**src/rtl/sweep_pkg.sv**
```systemverilog
package sweep_pkg;

    // Divider control: armed means a reload is pending from a setup write.
    typedef enum logic {
        ST_RUN   = 1'b0,
        ST_ARMED = 1'b1
    } div_state_e;

endpackage

```
**src/rtl/sweep_divider.sv**
```systemverilog
module sweep_divider
    import sweep_pkg::*;
#(
    parameter int DIV_W = 3
) (
    input  logic             clk,
    input  logic             rst,
    input  logic             reload_req,
    input  logic             tick,
    input  logic             enable,
    input  logic [DIV_W-1:0] div_period,
    output logic             fire
);

    div_state_e       state_q, state_d;
    logic [DIV_W-1:0] cnt_q, cnt_d;
    logic             cnt_zero;

    assign cnt_zero = (cnt_q == '0);

    // State register
    always_ff @(posedge clk) begin
        if (rst) begin
            state_q <= ST_RUN;
            cnt_q   <= '0;
        end else begin
            state_q <= state_d;
            cnt_q   <= cnt_d;
        end
    end

    // Next state and counter
    always_comb begin
        state_d = state_q;
        cnt_d   = cnt_q;
        if (tick) begin
            unique case (state_q)
                ST_ARMED: begin            // consume
                    cnt_d   = div_period;
                    state_d = ST_RUN;
                end
                ST_RUN: begin
                    if (!cnt_zero)   cnt_d = cnt_q - 1'b1;  // count
                    else if (enable) cnt_d = div_period;    // expire
                end                                         // else hold
                default: state_d = ST_RUN;
            endcase
        end
        if (reload_req) state_d = ST_ARMED;                 // arm
    end

    // Output: divider clock
    always_comb begin
        fire = tick && enable && cnt_zero;
    end

    p_reload_arms_r1: assert property (@(posedge clk) disable iff (rst)
        reload_req |=> state_q == ST_ARMED);

    p_armed_clears_r2: assert property (@(posedge clk) disable iff (rst)
        (state_q == ST_ARMED && tick && !reload_req) |=> state_q == ST_RUN);

    p_armed_loads_r2: assert property (@(posedge clk) disable iff (rst)
        (state_q == ST_ARMED && tick) |=> cnt_q == $past(div_period));

    p_count_dec_r3: assert property (@(posedge clk) disable iff (rst)
        (state_q == ST_RUN && tick && !cnt_zero) |=> cnt_q == DIV_W'($past(cnt_q) - 1'b1));

    p_hold_zero_r3: assert property (@(posedge clk) disable iff (rst)
        (state_q == ST_RUN && tick && cnt_zero && !enable) |=> cnt_q == '0);

endmodule

```
**src/rtl/sweep_target.sv**
```systemverilog
module sweep_target #(
    parameter int PER_W      = 11,
    parameter int SHIFT_W    = 3,
    parameter int MIN_PERIOD = 8,
    parameter int CHANNEL    = 0
) (
    input  logic [PER_W-1:0]   period,
    input  logic [SHIFT_W-1:0] shift,
    input  logic               negate,
    output logic [PER_W-1:0]   target,
    output logic               mute
);

    localparam int EXT_W = PER_W + 1;

    logic [PER_W-1:0] shifted;
    logic [EXT_W-1:0] sum;
    logic [EXT_W-1:0] diff;
    logic             borrow;
    logic             overflow;
    logic             too_low;

    assign shifted = period >> shift;
    assign sum     = {1'b0, period} + {1'b0, shifted};

    generate
        if (CHANNEL == 0) begin : g_ones
            assign diff = {1'b0, period} + {1'b0, ~shifted};
            // carry out set means no borrow in ones-complement form
            assign borrow = ~diff[PER_W];
        end else begin : g_twos
            assign diff   = {1'b0, period} - {1'b0, shifted};
            assign borrow = diff[PER_W];
        end
    endgenerate

    assign overflow = !negate && sum[PER_W];
    assign too_low  = (period < PER_W'(MIN_PERIOD));

    always_comb begin
        if (negate) target = borrow ? '0 : diff[PER_W-1:0];
        else        target = sum[PER_W-1:0];
        mute = too_low || overflow;
    end

    always_comb begin
        if (too_low) p_low_mutes_r5: assert (mute);
        if (negate && !too_low) p_no_overflow_r8: assert (!mute);
    end

endmodule

```
**src/rtl/pulse_sweep.sv**
```systemverilog
module pulse_sweep #(
    parameter int PER_W      = 11,
    parameter int DIV_W      = 3,
    parameter int SHIFT_W    = 3,
    parameter int MIN_PERIOD = 8,
    parameter int CHANNEL    = 0
) (
    input  logic               clk,
    input  logic               rst,
    input  logic               setup_we,
    input  logic [7:0]         setup_data,
    input  logic               period_we,
    input  logic [PER_W-1:0]   period_data,
    input  logic               half_frame,
    output logic [PER_W-1:0]   period_out,
    output logic               mute
);

    localparam int SETUP_W = 1 + DIV_W + 1 + SHIFT_W;
    localparam int NEG_BIT = SHIFT_W;
    localparam int DIV_LSB = SHIFT_W + 1;
    localparam int EN_BIT  = SETUP_W - 1;

    typedef struct packed {
        logic               en;
        logic [DIV_W-1:0]   div;
        logic               neg;
        logic [SHIFT_W-1:0] sh;
    } setup_t;

    setup_t             cfg_q;
    logic [PER_W-1:0]   period_q;
    logic [PER_W-1:0]   target;
    logic               fire;
    logic               sweep_upd;

    // Setup register
    always_ff @(posedge clk) begin
        if (rst) begin
            cfg_q <= '0;
        end else if (setup_we) begin
            cfg_q.en  <= setup_data[EN_BIT];
            cfg_q.div <= setup_data[DIV_LSB +: DIV_W];
            cfg_q.neg <= setup_data[NEG_BIT];
            cfg_q.sh  <= setup_data[SHIFT_W-1:0];
        end
    end

    sweep_divider #(.DIV_W(DIV_W)) u_div (
        .clk        (clk),
        .rst        (rst),
        .reload_req (setup_we),
        .tick       (half_frame),
        .enable     (cfg_q.en),
        .div_period (cfg_q.div),
        .fire       (fire)
    );

    sweep_target #(
        .PER_W      (PER_W),
        .SHIFT_W    (SHIFT_W),
        .MIN_PERIOD (MIN_PERIOD),
        .CHANNEL    (CHANNEL)
    ) u_tgt (
        .period (period_q),
        .shift  (cfg_q.sh),
        .negate (cfg_q.neg),
        .target (target),
        .mute   (mute)
    );

    assign sweep_upd = fire && cfg_q.en && (cfg_q.sh != '0) && !mute;

    // Period register: direct write wins over sweep update
    always_ff @(posedge clk) begin
        if (rst)            period_q <= '0;
        else if (period_we) period_q <= period_data;
        else if (sweep_upd) period_q <= target;
    end

    assign period_out = period_q;

    p_write_wins_r9: assert property (@(posedge clk) disable iff (rst)
        period_we |=> period_out == $past(period_data));

    p_idle_hold_r6: assert property (@(posedge clk) disable iff (rst)
        (!period_we && !half_frame) |=> $stable(period_out));

    p_muted_hold_r6: assert property (@(posedge clk) disable iff (rst)
        (!period_we && mute) |=> $stable(period_out));

    p_shift0_hold_r6: assert property (@(posedge clk) disable iff (rst)
        (!period_we && cfg_q.sh == '0) |=> $stable(period_out));

    p_disabled_hold_r6: assert property (@(posedge clk) disable iff (rst)
        (!period_we && !cfg_q.en) |=> $stable(period_out));

endmodule

```
**config.mk**
```make
export PLATFORM = sky130hd
export DESIGN_NAME = pulse_sweep
export DESIGN_NICKNAME = d
export VERILOG_FILES = /design/src/rtl/sweep_pkg.sv /design/src/rtl/sweep_divider.sv /design/src/rtl/sweep_target.sv /design/src/rtl/pulse_sweep.sv
export SDC_FILE = /design/constraint.sdc
export NUM_CORES = 1
export LEC_CHECK = 0
export CAP_MARGIN = 20
export CORE_ASPECT_RATIO = 1.2
export CORE_MARGIN = 2
export CORE_UTILIZATION = 54
export DETAILED_ROUTE_END_ITERATION = 10
export PLACE_DENSITY_LB_ADDON = 0.15
export RECOVER_POWER = 100
export SLEW_MARGIN = 20
export SYNTH_ARGS = -nofsm -noshare
export SYNTH_HDL_FRONTEND = slang
export SYNTH_SLANG_ARGS = --single-unit
```
**constraint.sdc**
```tcl
create_clock -name clk -period 6.3 [get_ports clk]
set_clock_uncertainty 0.05 [all_clocks]
set_input_delay 0.63 -clock clk [delete_from_list [all_inputs] [get_ports clk]]
set_output_delay 0.63 -clock clk [all_outputs]
set_load 0.02 [all_outputs]
```
==> metrics.md, run 1 <==
| Metric | Value |
|---|---|
| Worst relative slew slack | 8.753% |
| TritonRoute pass-1 iters | 4 |
| Post-CTS Setup Bufs | 0 |
| Placed inst area | 2955 sq um |
| CTS tree | yes |
| Worst-Skew Late Latency | 0.28 ns |
| Routed WL | 6825 um |
| Cell Area, Synth | 2623 sq um |
| Critical hold path startpoint | cfg_q[4]$_SDFFE_PP0P_ |
| Sw Ratio | 40.03% |
| Diode count | 0 |
| Cell internal pwr | 309.8 uW |
| Seq/Total Area, Yosys | 17.56% |
| Worst hold stages | 2 |
| Req. time, crit path | 6.42 ns |
| Synth warn | 0 |
| Worst Path Arrival | 4.89 ns |
| Largest net degree at the start of global routing | 22 |
| Hold crit path type | flop to flop |
| Reg2reg setup slack | 1.52 ns |
| Initial DRC count | 153 |
| Ranking of synthesized cells by area | dfxtp_1 (18%), ha_1 (12%), mux2i_1 (6.9%) |
| Sink Count | 23 |
| Vias in the first global route | 2352 |
| Max Cap Viol | 0 |
| Synth Register Bits | 23 |
| Maximum vdd drop | 83.43 uV |
| Final HPWL DP | 5175 um |
| Synth Net Count | 370 |
| F_max | 209.4 MHz |
| Psw | 206.8 uW |
| Fillers | 424 |
| I/O pin count | 36 |
| Min Tclk post-route | 4.776 ns |
| Row cnt | 27 |
| Synth Flop Type | dfxtp_1 |
| Grt ovf | 0 |
| Area leader, netlist | dfxtp_1 |
| Final nets | 393 |
| Simple-gate share of the synthesized area | 20.04% |
| Synth Area in Compound Gates | 27.39% |
| Final Hold Viols | 0 |
| CTS Hold Bufs | 0 |
| Worst flop-to-flop path startpoint | cfg_q[1]$_SDFFE_PP0P_ |
| Setup Total Neg Slack | 0 ns |
| Via count | 2456 |
| H-tree levels | 1 |
| Post-route cell area | 2965 sq um |
| Die X | 67.62 um |
| Vias per cell | 6.171 |
| Cts repair resizes | 0 |
| Multiplexer share of the synthesized area | 9.447% |
| Clock transition at path regs | 0.10 ns |
| Worst path slowest cell | nor2_1 |
| Post-Synth Adder-Cell Area | 13.93% |
| Period utilization | 75.81% |
| Worst-path cell chain | mux2i_1, and2_0, a211oi_1, a21oi_1, ha_1, nor3b_1, o31ai_1, a31oi_1, nor2_1, o311ai_0, o311a_1 |
| Pre-CTS setup slack | 2.150 ns |
| R2R Path End | period_out[2]$_SDFFE_PP0P_ |
| Buf/Inv on CP | 0 |
| P&R area growth vs syn | 13.07% |
| Worst slew pin tran | 1.364 ns |
| R2R depth | 11 |
| Flop pwr share | 33.9% |
| Largest family of logic cells by synthesized area | compound AO/OA/AOI/OAI gates |
| Clk pwr share | 19.4% |
| Core area | 4628 sq um |
| Yosys top cell area share | 17.56% |
| Combinational share of power | 46.7% |
| Clk buf depth | 2 |
| IO buf count | 35 |
| Startpoint types | flop |
| RSZ-0062 raised after global routing | no |
| CP max stage delay | 1.06 ns |
| Outcome | completed |
| Residual DRC count | 0 |
| Per-cell routed wire length | 17.15 um |
| CP max FO | 21 |
| Gp weighted congestion | 0.9156 |
| Final setup viols | 0 |
| Pwr/cell area | 174.2 nW/um^2 |
| Setup CP Type | flop to flop |
| Final setup slack of the worst path | 1.524 ns |
| Slew Limit Fails | 0 |
| Fraction of registers with async set or reset after synthesis | 0% |
| Top Family by Delay on Critical Path | compound AO/OA/AOI/OAI gates |
| Syn avg cell area | 8.247 sq um |
| Initial antenna violation count | 0 |
| Final ANT Viol Nets | 0 |
| Pleak | 1.275 nW |
| Post-synth EDFFs | 0 |
| Gr usage total | 26.07% |
| Initial core utilization | 56.66% |
| Die Y | 80.34 um |
| Clock Tree Root | clkbuf_8 |
| Layout cells sized above 1 | 7.647% |
| Post-Synthesis Cells | 318 |
| Die area | 5432 sq um |
| First-pass GRT wire length | 11010 um |
| Synth Area in XOR/XNOR | 4.342% |
| Distinct cells, synth | 66 |
| Setup crit end kind | flop |
| CTS buffer count | 3 |
| Hold endpoint | u_div.cnt_q[0]$_SDFFE_PP0P_ |
-- stage by stage --
stage	total power, mW	util, %	std cells	hold slack, ns
3_3_place_gp	0.4174	63.86	394	0.4140
3_5_place_dp	0.4216	63.86	394	0.4260
5_1_grt	0.5466	64.07	398	0.4689
4_1_cts	0.5218	64.91	398	0.4403
6_report	0.5166	64.07	398	0.4355
2_1_floorplan	0.3583	-	318	0.3911
-- final cells by class --
cell class	count	area (sq um)	area share [%]
clock inverter	1	7.507	0.2532
multi-input combinational	251	1932	65.15
sequential	23	460.4	15.53
inverter	27	101.3	3.418
clock buffer	3	41.29	1.392
timing repair buffer	35	350.3	11.81
tap	58	72.57	2.447
-- power groups by stage --
stage               Combinational [mW]  Clock [mW]  Sequential (mW)
finish                           0.241       0.100            0.175
global route                     0.263       0.106            0.178
CTS                              0.244       0.103            0.175
detailed placement               0.243           0            0.179
global placement                 0.239           0            0.178
floorplan                        0.185           0            0.173
-- synthesized netlist by cell type (5+ instances only) --
cell type   n
buf_2       6
o21ai_0    13
nand2_1    18
nand2b_1    8
nor3_1      6
a21oi_1    17
inv_1      27
xor2_1      6
xnor2_1     7
nor2b_1     8
nor2_1     25
clkbuf_1    5
mux2i_1    18
dfxtp_1    23
o21ai_1    11
ha_1       26
a211oi_1    8
-- flip-flops by register name, summed over array words and instances (netlist names) --
name and cells:
period_out 11, u_div.cnt_q 3, cfg_q 8, u_div.state_q 1
-- metal layers --
layer  global-route usage (%)  vias to the layer above  part of all wire (%)
met2                    44.22                       75                    48
met1                    33.45                     1166                    45
li1                         -                     1201                     -
met4                    10.41                        0                   2.5
met3                    2.101                       14                   5.1
met5                        0                        -                     0
-- worst max path at each step --
stage,startpoint,endpoint,slack (ns),cells past startpoint
2_1_floorplan,cfg_q[1]$_SDFFE_PP0P_,mute,3.05,10
3_3_place_gp,cfg_q[0]$_SDFFE_PP0P_,mute,2.32,8
3_5_place_dp,cfg_q[1]$_SDFFE_PP0P_,mute,2.15,10
4_1_cts,cfg_q[1]$_SDFFE_PP0P_,mute,1.82,10
5_1_grt,cfg_q[1]$_SDFFE_PP0P_,period_out[2]$_SDFFE_PP0P_,1.21,11
6_report,cfg_q[1]$_SDFFE_PP0P_,period_out[2]$_SDFFE_PP0P_,1.52,11
-- logic make-up after synthesis --
| family | Yosys count |
|---|---|
| adder cells (fa/ha/maj) | 28 |
| AND/OR/NAND/NOR | 93 |
| buffers and inverters | 44 |
| multiplexers | 21 |
| XOR/XNOR | 13 |
| flip-flops | 23 |
| AO/OA/AOI/OAI | 96 |
-- cells in the final DEF, fill, tap and decap left out, types with 4 or more instances in the layout --
master and n:
xnor2_1 7, mux2i_1 18, dlygate4sd3_1 13, nor2b_1 8, inv_1 27, o221a_2 4
ha_1 26, o21ai_1 6, o31ai_1 5, xor2_1 6, nor3_1 6, nor4_1 4
nor2_1 26, o211ai_1 4, clkdlybuf4s50_1 22, nand2_1 18, a211oi_1 8, a21oi_1 17
nand2b_1 8, o21ai_0 18, dfxtp_1 23
-- worst min-delay path: stages, from the launching register on --
cell	delay, ns
dfxtp_1	0.32
nand3_1	0.06
a21oi_1	0.06
Power figures use the tool's default switching activity.
==> run 2: changes to the inputs <==
--- a/config.mk
+++ b/config.mk
@@ -8,7 +8,7 @@
 export CAP_MARGIN = 20
 export CORE_ASPECT_RATIO = 1.2
 export CORE_MARGIN = 2
-export CORE_UTILIZATION = 54
+export CORE_UTILIZATION = 51
 export DETAILED_ROUTE_END_ITERATION = 10
 export PLACE_DENSITY_LB_ADDON = 0.15
 export RECOVER_POWER = 100
==> constraint.sdc (replaced) <==
create_clock -name clk -period 4.1 [get_ports clk]
set_clock_uncertainty 0.05 [all_clocks]
set_input_delay 0.41 -clock clk [delete_from_list [all_inputs] [get_ports clk]]
set_output_delay 0.41 -clock clk [all_outputs]
set_load 0.02 [all_outputs]
==> metrics.md, run 2 (synthesized netlist as in run 1, its figures left out) <==
| Metric | Value |
|---|---|
| Outcome | completed (unchanged) |
| Initial DRC count | 128 (was 153) |
| CTS tree | yes (unchanged) |
| Via count | 2569 (was 2456) |
| Final HPWL DP | 5369 um (was 5175 um) |
| CTS Hold Bufs | 0 (unchanged) |
| Hold crit path type | flop to flop (unchanged) |
| Final setup viols | 0 (unchanged) |
| Period utilization | 94.04% |
| Diode count | 0 (unchanged) |
| Die area | 5734 sq um (was 5432 sq um) |
| Residual DRC count | 0 (unchanged) |
| Sink Count | 23 (unchanged) |
| Worst relative slew slack | 33.43% (was 8.753%) |
| Initial core utilization | 53.09% (was 56.66%) |
| Slew Limit Fails | 0 (unchanged) |
| First-pass GRT wire length | 11620 um (was 11010 um) |
| Final ANT Viol Nets | 0 (unchanged) |
| RSZ-0062 raised after global routing | no (unchanged) |
| Hold endpoint | u_div.cnt_q[0]$_SDFFE_PP0P_ (unchanged) |
| Setup CP Type | flop to primary output (was flop to flop) |
| Worst Path Arrival | 3.40 ns (was 4.89 ns) |
| Most frequent cells in the layout | inv_1 (27), nor2_1 (26), ha_1 (26) (unchanged) |
| Post-route cell area | 3033 sq um (was 2965 sq um) |
| Req. time, crit path | 3.64 ns (was 6.42 ns) |
| Critical hold path startpoint | cfg_q[4]$_SDFFE_PP0P_ (unchanged) |
| Post-CTS Setup Bufs | 0 (unchanged) |
| Min Tclk post-route | 3.856 ns |
| R2R Path End | period_out[8]$_SDFFE_PP0P_ (was period_out[2]$_SDFFE_PP0P_) |
| Row cnt | 28 (was 27) |
| Clock Tree Root | clkbuf_8 (unchanged) |
| Maximum vdd drop | 140.6 uV (was 83.43 uV) |
| Clock transition at path regs | 0.09 ns (was 0.10 ns) |
| Vias per cell | 6.343 (was 6.171) |
| Setup crit end kind | primary output (was flop) |
| Die Y | 82.56 um (was 80.34 um) |
| Placed inst area | 2995 sq um (was 2955 sq um) |
| Worst-Skew Late Latency | 0.27 ns (was 0.28 ns) |
| Most common cell after layout, fill and taps aside | inv_1 (unchanged) |
| Core area | 4940 sq um (was 4628 sq um) |
| PnR Total Power | 804.4 uW (was 516.6 uW) |
| F_max | 259.3 MHz |
| Setup Total Neg Slack | 0 ns (unchanged) |
| Vias in the first global route | 2396 (was 2352) |
| CP max FO | 19 (was 21) |
| Initial antenna violation count | 0 (unchanged) |
| Pleak | 1.292 nW (was 1.275 nW) |
| Clk buf depth | 2 (unchanged) |
| Largest net degree at the start of global routing | 20 (was 22) |
| Max Cap Viol | 0 (unchanged) |
| CTS buffer count | 3 (unchanged) |
| Routed WL | 7125 um (was 6825 um) |
| Final nets | 398 (was 393) |
| Pre-CTS setup slack | 0.2638 ns (was 2.150 ns) |
| TritonRoute pass-1 iters | 4 (unchanged) |
| I/O pin count | 36 (unchanged) |
| Final Util | 61.40% (was 64.07%) |
| P&R area growth vs syn | 15.65% (was 13.07%) |
| Worst flop-to-flop path startpoint | cfg_q[0]$_SDFFE_PP0P_ (was cfg_q[1]$_SDFFE_PP0P_) |
| Worst hold stages | 2 (unchanged) |
| Grt ovf | 0 (unchanged) |
| Layout cells sized above 1 | 9.565% (was 7.647%) |
| Startpoint types | flop (unchanged) |
| Worst slew pin tran | 0.9965 ns (was 1.364 ns) |
| H-tree levels | 1 (unchanged) |
| R2R depth | 12 (was 11) |
| Reg2reg setup slack | 0.30 ns (was 1.52 ns) |
| IO buf count | 35 (unchanged) |
| Per-cell routed wire length | 17.59 um (was 17.15 um) |
| Final setup slack of the worst path | 0.2442 ns (was 1.524 ns) |
| Pwr/cell area | 265.2 nW/um^2 (was 174.2 nW/um^2) |
| Gp weighted congestion | 0.8699 (was 0.9156) |
| Final Hold Viols | 0 (unchanged) |
| Gr usage total | 25.11% (was 26.07%) |
| Die X | 69.46 um (was 67.62 um) |
| Max reg flops | 11 (unchanged) |
==> run 2: changes by cell type in the layout (fill, tap and decap cells not counted), sizes merged <==
cell | previous run | this run
buf | 0 | 3
clkbuf | 3 | 5
clkdlybuf4s50 | 22 | 23
clkinv | 0 | 1
clkinvlp | 1 | 0
dlygate4sd3 | 13 | 12
==> run 2: area by class of cell <==
cell class	instances	area, sq um
fillers	454	1907
flip-flops and latches	23	461.7
well taps	60	75.07
clock buffers	3	41.29
repair buffers	40	380.4
multi-input cells	251	1968
inverters	27	101.3
clock inverters	1	5.005
==> run 2: routing by layer <==
layer  vias up  routed length [um]  global-route usage [%]
met5         -                   0                       0
met4         0                 196                   11.57
met3        18                 425                   1.820
met2       114                3438                   43.65
met1      1225                3064                   32.11
li1       1212                   -                       -
==> run 2: stage by stage <==
step	instances	hold slack, ns
floorplan	318	0.3911
global route	405	0.4659
detailed placement	401	0.4368
finish	405	0.4459
CTS	405	0.4551
global placement	401	0.4255
==> run 2: repair_timing <==
| item | 4_1_cts | 5_1_grt |
|---|---|---|
| gates resized for setup | 1 | 2 |
| pin swaps | 0 | 0 |
| hold endpoints to repair | 0 | 0 |
| cloned | 0 | 0 |
| endpoints found under the setup margin | 1 | 1 |
==> run 2: worst max path at each step <==
stage | to | from | cells past startpoint | slack (ns)
2_1_floorplan | period_out[8]$_SDFFE_PP0P_ | cfg_q[1]$_SDFFE_PP0P_ | 15 | 0.97
3_3_place_gp | mute | cfg_q[1]$_SDFFE_PP0P_ | 10 | 0.36
3_5_place_dp | mute | cfg_q[1]$_SDFFE_PP0P_ | 10 | 0.26
4_1_cts | mute | period_out[1]$_SDFFE_PP0P_ | 11 | 0.08
5_1_grt | mute | cfg_q[1]$_SDFFE_PP0P_ | 10 | 0.006
6_report | mute | cfg_q[1]$_SDFFE_PP0P_ | 10 | 0.24
==> run 2: power by group <==
group	total (mW)	leakage, nW	switching (mW)	internal, mW
sequential	0.268	0.190	0.0300	0.238
clock	0.153	0.0255	0.0850	0.0681
combinational	0.384	1.08	0.211	0.173
total	0.804	1.29	0.326	0.478
==> run 2: worst max-delay path, stage by stage, from the launching register on <==
cell             delay, ns
dfxtp_2               0.58
mux2i_1               0.15
and2_0                0.17
a211oi_1              0.21
a21oi_1               0.09
ha_1                  0.47
nor3b_2               0.11
o31ai_4               0.32
a31oi_2               0.16
or2_2                 0.30
clkdlybuf4s50_1       0.54
==> run 3: changes to the inputs <==
--- a/config.mk
+++ b/config.mk
@@ -12,7 +12,8 @@
 export DETAILED_ROUTE_END_ITERATION = 10
 export PLACE_DENSITY_LB_ADDON = 0.15
 export RECOVER_POWER = 100
-export SLEW_MARGIN = 20
+export SLEW_MARGIN = 0
 export SYNTH_ARGS = -nofsm -noshare
 export SYNTH_HDL_FRONTEND = slang
+export SYNTH_HIERARCHICAL = 1
 export SYNTH_SLANG_ARGS = --single-unit
==> metrics.md, run 3 <==
| Metric | Value |
|---|---|
| Post-route cell area | 3166 sq um (was 3033 sq um) |
| Yosys top cell area share | 17.01% (was 17.56%) |
| Min Tclk post-route | 3.905 ns (was 3.856 ns) |
| Synth Net Count | 382 (was 370) |
| Most common cell after layout, fill and taps aside | inv_1 (unchanged) |
| Initial DRC count | 232 (was 128) |
| Gr usage total | 24.35% (was 25.11%) |
| F_max | 256.1 MHz (was 259.3 MHz) |
| CTS buffer count | 3 (unchanged) |
| Post-synth EDFFs | 0 (unchanged) |
| H-tree levels | 1 (unchanged) |
| Setup crit end kind | primary output (unchanged) |
| Via count | 2596 (was 2569) |
| Final setup viols | 0 (unchanged) |
| Hold slack final | 0.4697 ns (was 0.4459 ns) |
| Maximum vdd drop | 249.6 uV (was 140.6 uV) |
| Setup CP Type | flop to primary output (unchanged) |
| Max reg flops | 11 (unchanged) |
| Core area | 5189 sq um (was 4940 sq um) |
| Final ANT Viol Nets | 0 (unchanged) |
| Pre-CTS setup slack | 0.08925 ns (was 0.2638 ns) |
| Final Hold Viols | 0 (unchanged) |
| Count leader, synth | inv_1 (unchanged) |
| Worst-path cell chain | mux2_2, mux2_2, o21ai_0, inv_1, ha_1, nor4_2, nand2_1, a221oi_2, o21bai_1, a221o_1, dlygate4sd2_1 (was mux2i_1, and2_0, a211oi_1, a21oi_1, ha_1, nor3b_2, o31ai_4, a31oi_2, or2_2, clkdlybuf4s50_1) |
| Routed WL | 7049 um (was 7125 um) |
| Residual DRC count | 0 (unchanged) |
| Worst Path Arrival | 3.44 ns (was 3.40 ns) |
| IO buf count | 35 (unchanged) |
| Ranking of synthesized cells by area | dfxtp_1 (17%), ha_1 (12%), mux2i_1 (6.7%) (was dfxtp_1 (18%), ha_1 (12%), mux2i_1 (6.9%)) |
| First-pass GRT wire length | 11930 um (was 11620 um) |
| Setup Total Neg Slack | 0 ns (unchanged) |
| Initial core utilization | 52.16% (was 53.09%) |
| Gp weighted congestion | 0.8877 (was 0.8699) |
| Clock transition at path regs | 0.08 ns (was 0.09 ns) |
| Pleak | 1.388 nW (was 1.292 nW) |
| Initial antenna violation count | 0 (unchanged) |
| Placed inst area | 3123 sq um (was 2995 sq um) |
| Syn avg cell area | 8.176 sq um (was 8.247 sq um) |
| Pwr/cell area | 274.0 nW/um^2 (was 265.2 nW/um^2) |
| CP most frequent cell | mux2_2 |
| Vias per cell | 6.080 (was 6.343) |
| Period utilization | 95.24% (was 94.04%) |
| Buf/Inv on CP | 2 (was 1) |
| Req. time, crit path | 3.64 ns (about the same) |
| Hold crit path type | flop to flop (unchanged) |
| Synth warn | 6 (was 0) |
| Clock Tree Root | clkbuf_8 (unchanged) |
| Largest net degree at the start of global routing | 24 (was 20) |
| Worst-Skew Late Latency | 0.27 ns (about the same) |
| Synth Flop Type | dfxtp_1 (unchanged) |
| PnR Total Power | 867.4 uW (was 804.4 uW) |
| Slew Limit Fails | 0 (unchanged) |
| Distinct cells, synth | 63 (was 66) |
| Final Util | 61.01% (was 61.40%) |
| Outcome | completed (unchanged) |
| Grt ovf | 0 (unchanged) |
| Per-cell routed wire length | 16.51 um (was 17.59 um) |
| P&R area growth vs syn | 16.97% (was 15.65%) |
| Synth Register Bits | 23 (unchanged) |
| Die area | 5908 sq um (was 5734 sq um) |
| Layout cells sized above 1 | 12.88% (was 9.565%) |
| Seq/Total Area, Yosys | 17.01% (was 17.56%) |
| Sink Count | 23 (unchanged) |
| Max Cap Viol | 0 (unchanged) |
| Fraction of registers with async set or reset after synthesis | 0% (unchanged) |
| Die X | 70.50 um (was 69.46 um) |
| Most frequent cells after synthesis | inv_1 (36), nor2_1 (29), ha_1 (25), dfxtp_1 (23), o21ai_0 (23) (was inv_1 (27), ha_1 (26), nor2_1 (25), dfxtp_1 (23)) |
| Area leader, netlist | dfxtp_1 (unchanged) |
| Clk buf depth | 2 (unchanged) |
| Final nets | 417 (was 398) |
| Worst path slowest cell | dfxtp_4 (was dfxtp_2) |
| Diode count | 0 (unchanged) |
| Startpoint types | flop (unchanged) |
| Cells after DPL | 421 (was 401) |
| Worst slew pin tran | 1.022 ns (was 0.9965 ns) |
| Top Family by Delay on Critical Path | compound AO/OA/AOI/OAI gates (unchanged) |
| Fillers | 472 (was 454) |
| Row cnt | 29 (was 28) |
| CTS tree | yes (unchanged) |
| Final setup slack of the worst path | 0.1950 ns (was 0.2442 ns) |
| I/O pin count | 36 (unchanged) |
| Most frequent cells in the layout | inv_1 (36), nor2_1 (29), ha_1 (25) (was inv_1 (27), nor2_1 (26), ha_1 (26)) |
| Worst relative slew slack | 31.34% (was 33.43%) |
| Die Y | 83.80 um (was 82.56 um) |
| TritonRoute pass-1 iters | 5 (was 4) |
| Post-Synthesis Cells | 331 (was 318) |
| CP max FO | 9 (was 19) |
| Fin cells | 427 (was 405) |
| CP max stage delay | 0.42 ns (was 0.58 ns) |
| Vias in the first global route | 2471 (was 2396) |
| CTS Hold Bufs | 0 (unchanged) |
| Final HPWL DP | 5494 um (was 5369 um) |
| Cell Area, Synth | 2706 sq um (was 2623 sq um) |
run 3: cell count changes after synthesis, sizes merged, moves of 7 or more:
cell | previous run | this run
inv | 27 | 36
a41oi | 2 | 11
a221oi | 2 | 17
a211oi | 8 | 0
mux2 | 0 | 7
run 3: path summary, 6_finish.rpt:
check / from / to / slack, ns / depth (start not counted)
max: cfg_q[0]$_SDFFE_PP0P_ / mute / 0.20 / 11
min reg2reg: cfg_q[5]$_SDFFE_PP0P_ / cfg_q[5]$_SDFFE_PP0P_ / 0.47 / 2
min: cfg_q[5]$_SDFFE_PP0P_ / cfg_q[5]$_SDFFE_PP0P_ / 0.47 / 2
max reg2reg: cfg_q[0]$_SDFFE_PP0P_ / period_out[2]$_SDFFE_PP0P_ / 0.26 / 14
run 3: cell type report:
class / count / area (sq um) / share of cell area (%)
multi-input combinational: 251 / 1969 / 62.21
timing repair buffer: 49 / 466.7 / 14.74
sequential: 23 / 464.2 / 14.66
inverter: 38 / 142.6 / 4.506
tap: 62 / 77.57 / 2.451
clock buffer: 4 / 45.04 / 1.423
run 3: repair_timing:
action,CTS,global route
buffers inserted,0,2
hold endpoints to repair,0,0
resized for setup,3,8
pin swaps,0,2
endpoints found under the setup margin,1,12
run 3: logic make-up after synthesis:
kind of cell / share of synthesized area (%)
compound gates: 34.54
simple gates: 15.72
buf+inv: 9.477
fa+ha+maj: 13.04
mux: 9.570
flops: 17.01
xor+xnor: 0.6474
run 3: metal layers:
layer	track usage (%)	vias to the layer above	routed length [um]
met5	0	-	0
met4	6.643	0	91
met3	2.053	9	310
met2	40.31	77	3439
met1	33.73	1219	3208
li1	-	1291	-
run 3: report_power, final:
group | total [mW] | switching (mW) | internal [mW]
combinational | 0.455 | 0.252 | 0.203
clock | 0.145 | 0.0757 | 0.0696
sequential | 0.268 | 0.0275 | 0.240
total | 0.867 | 0.355 | 0.513
run 3: worst register-to-register path: stages (launching register included):
cell,delay [ns]
dfxtp_4,0.42
mux2_2,0.36
mux2_2,0.26
o21ai_0,0.26
inv_1,0.08
ha_1,0.24
nor4_2,0.32
nand2_1,0.11
a221oi_2,0.32
o21bai_1,0.11
a221o_1,0.36
and2b_1,0.25
buf_12,0.15
a41oi_1,0.12
a221oi_1,0.32
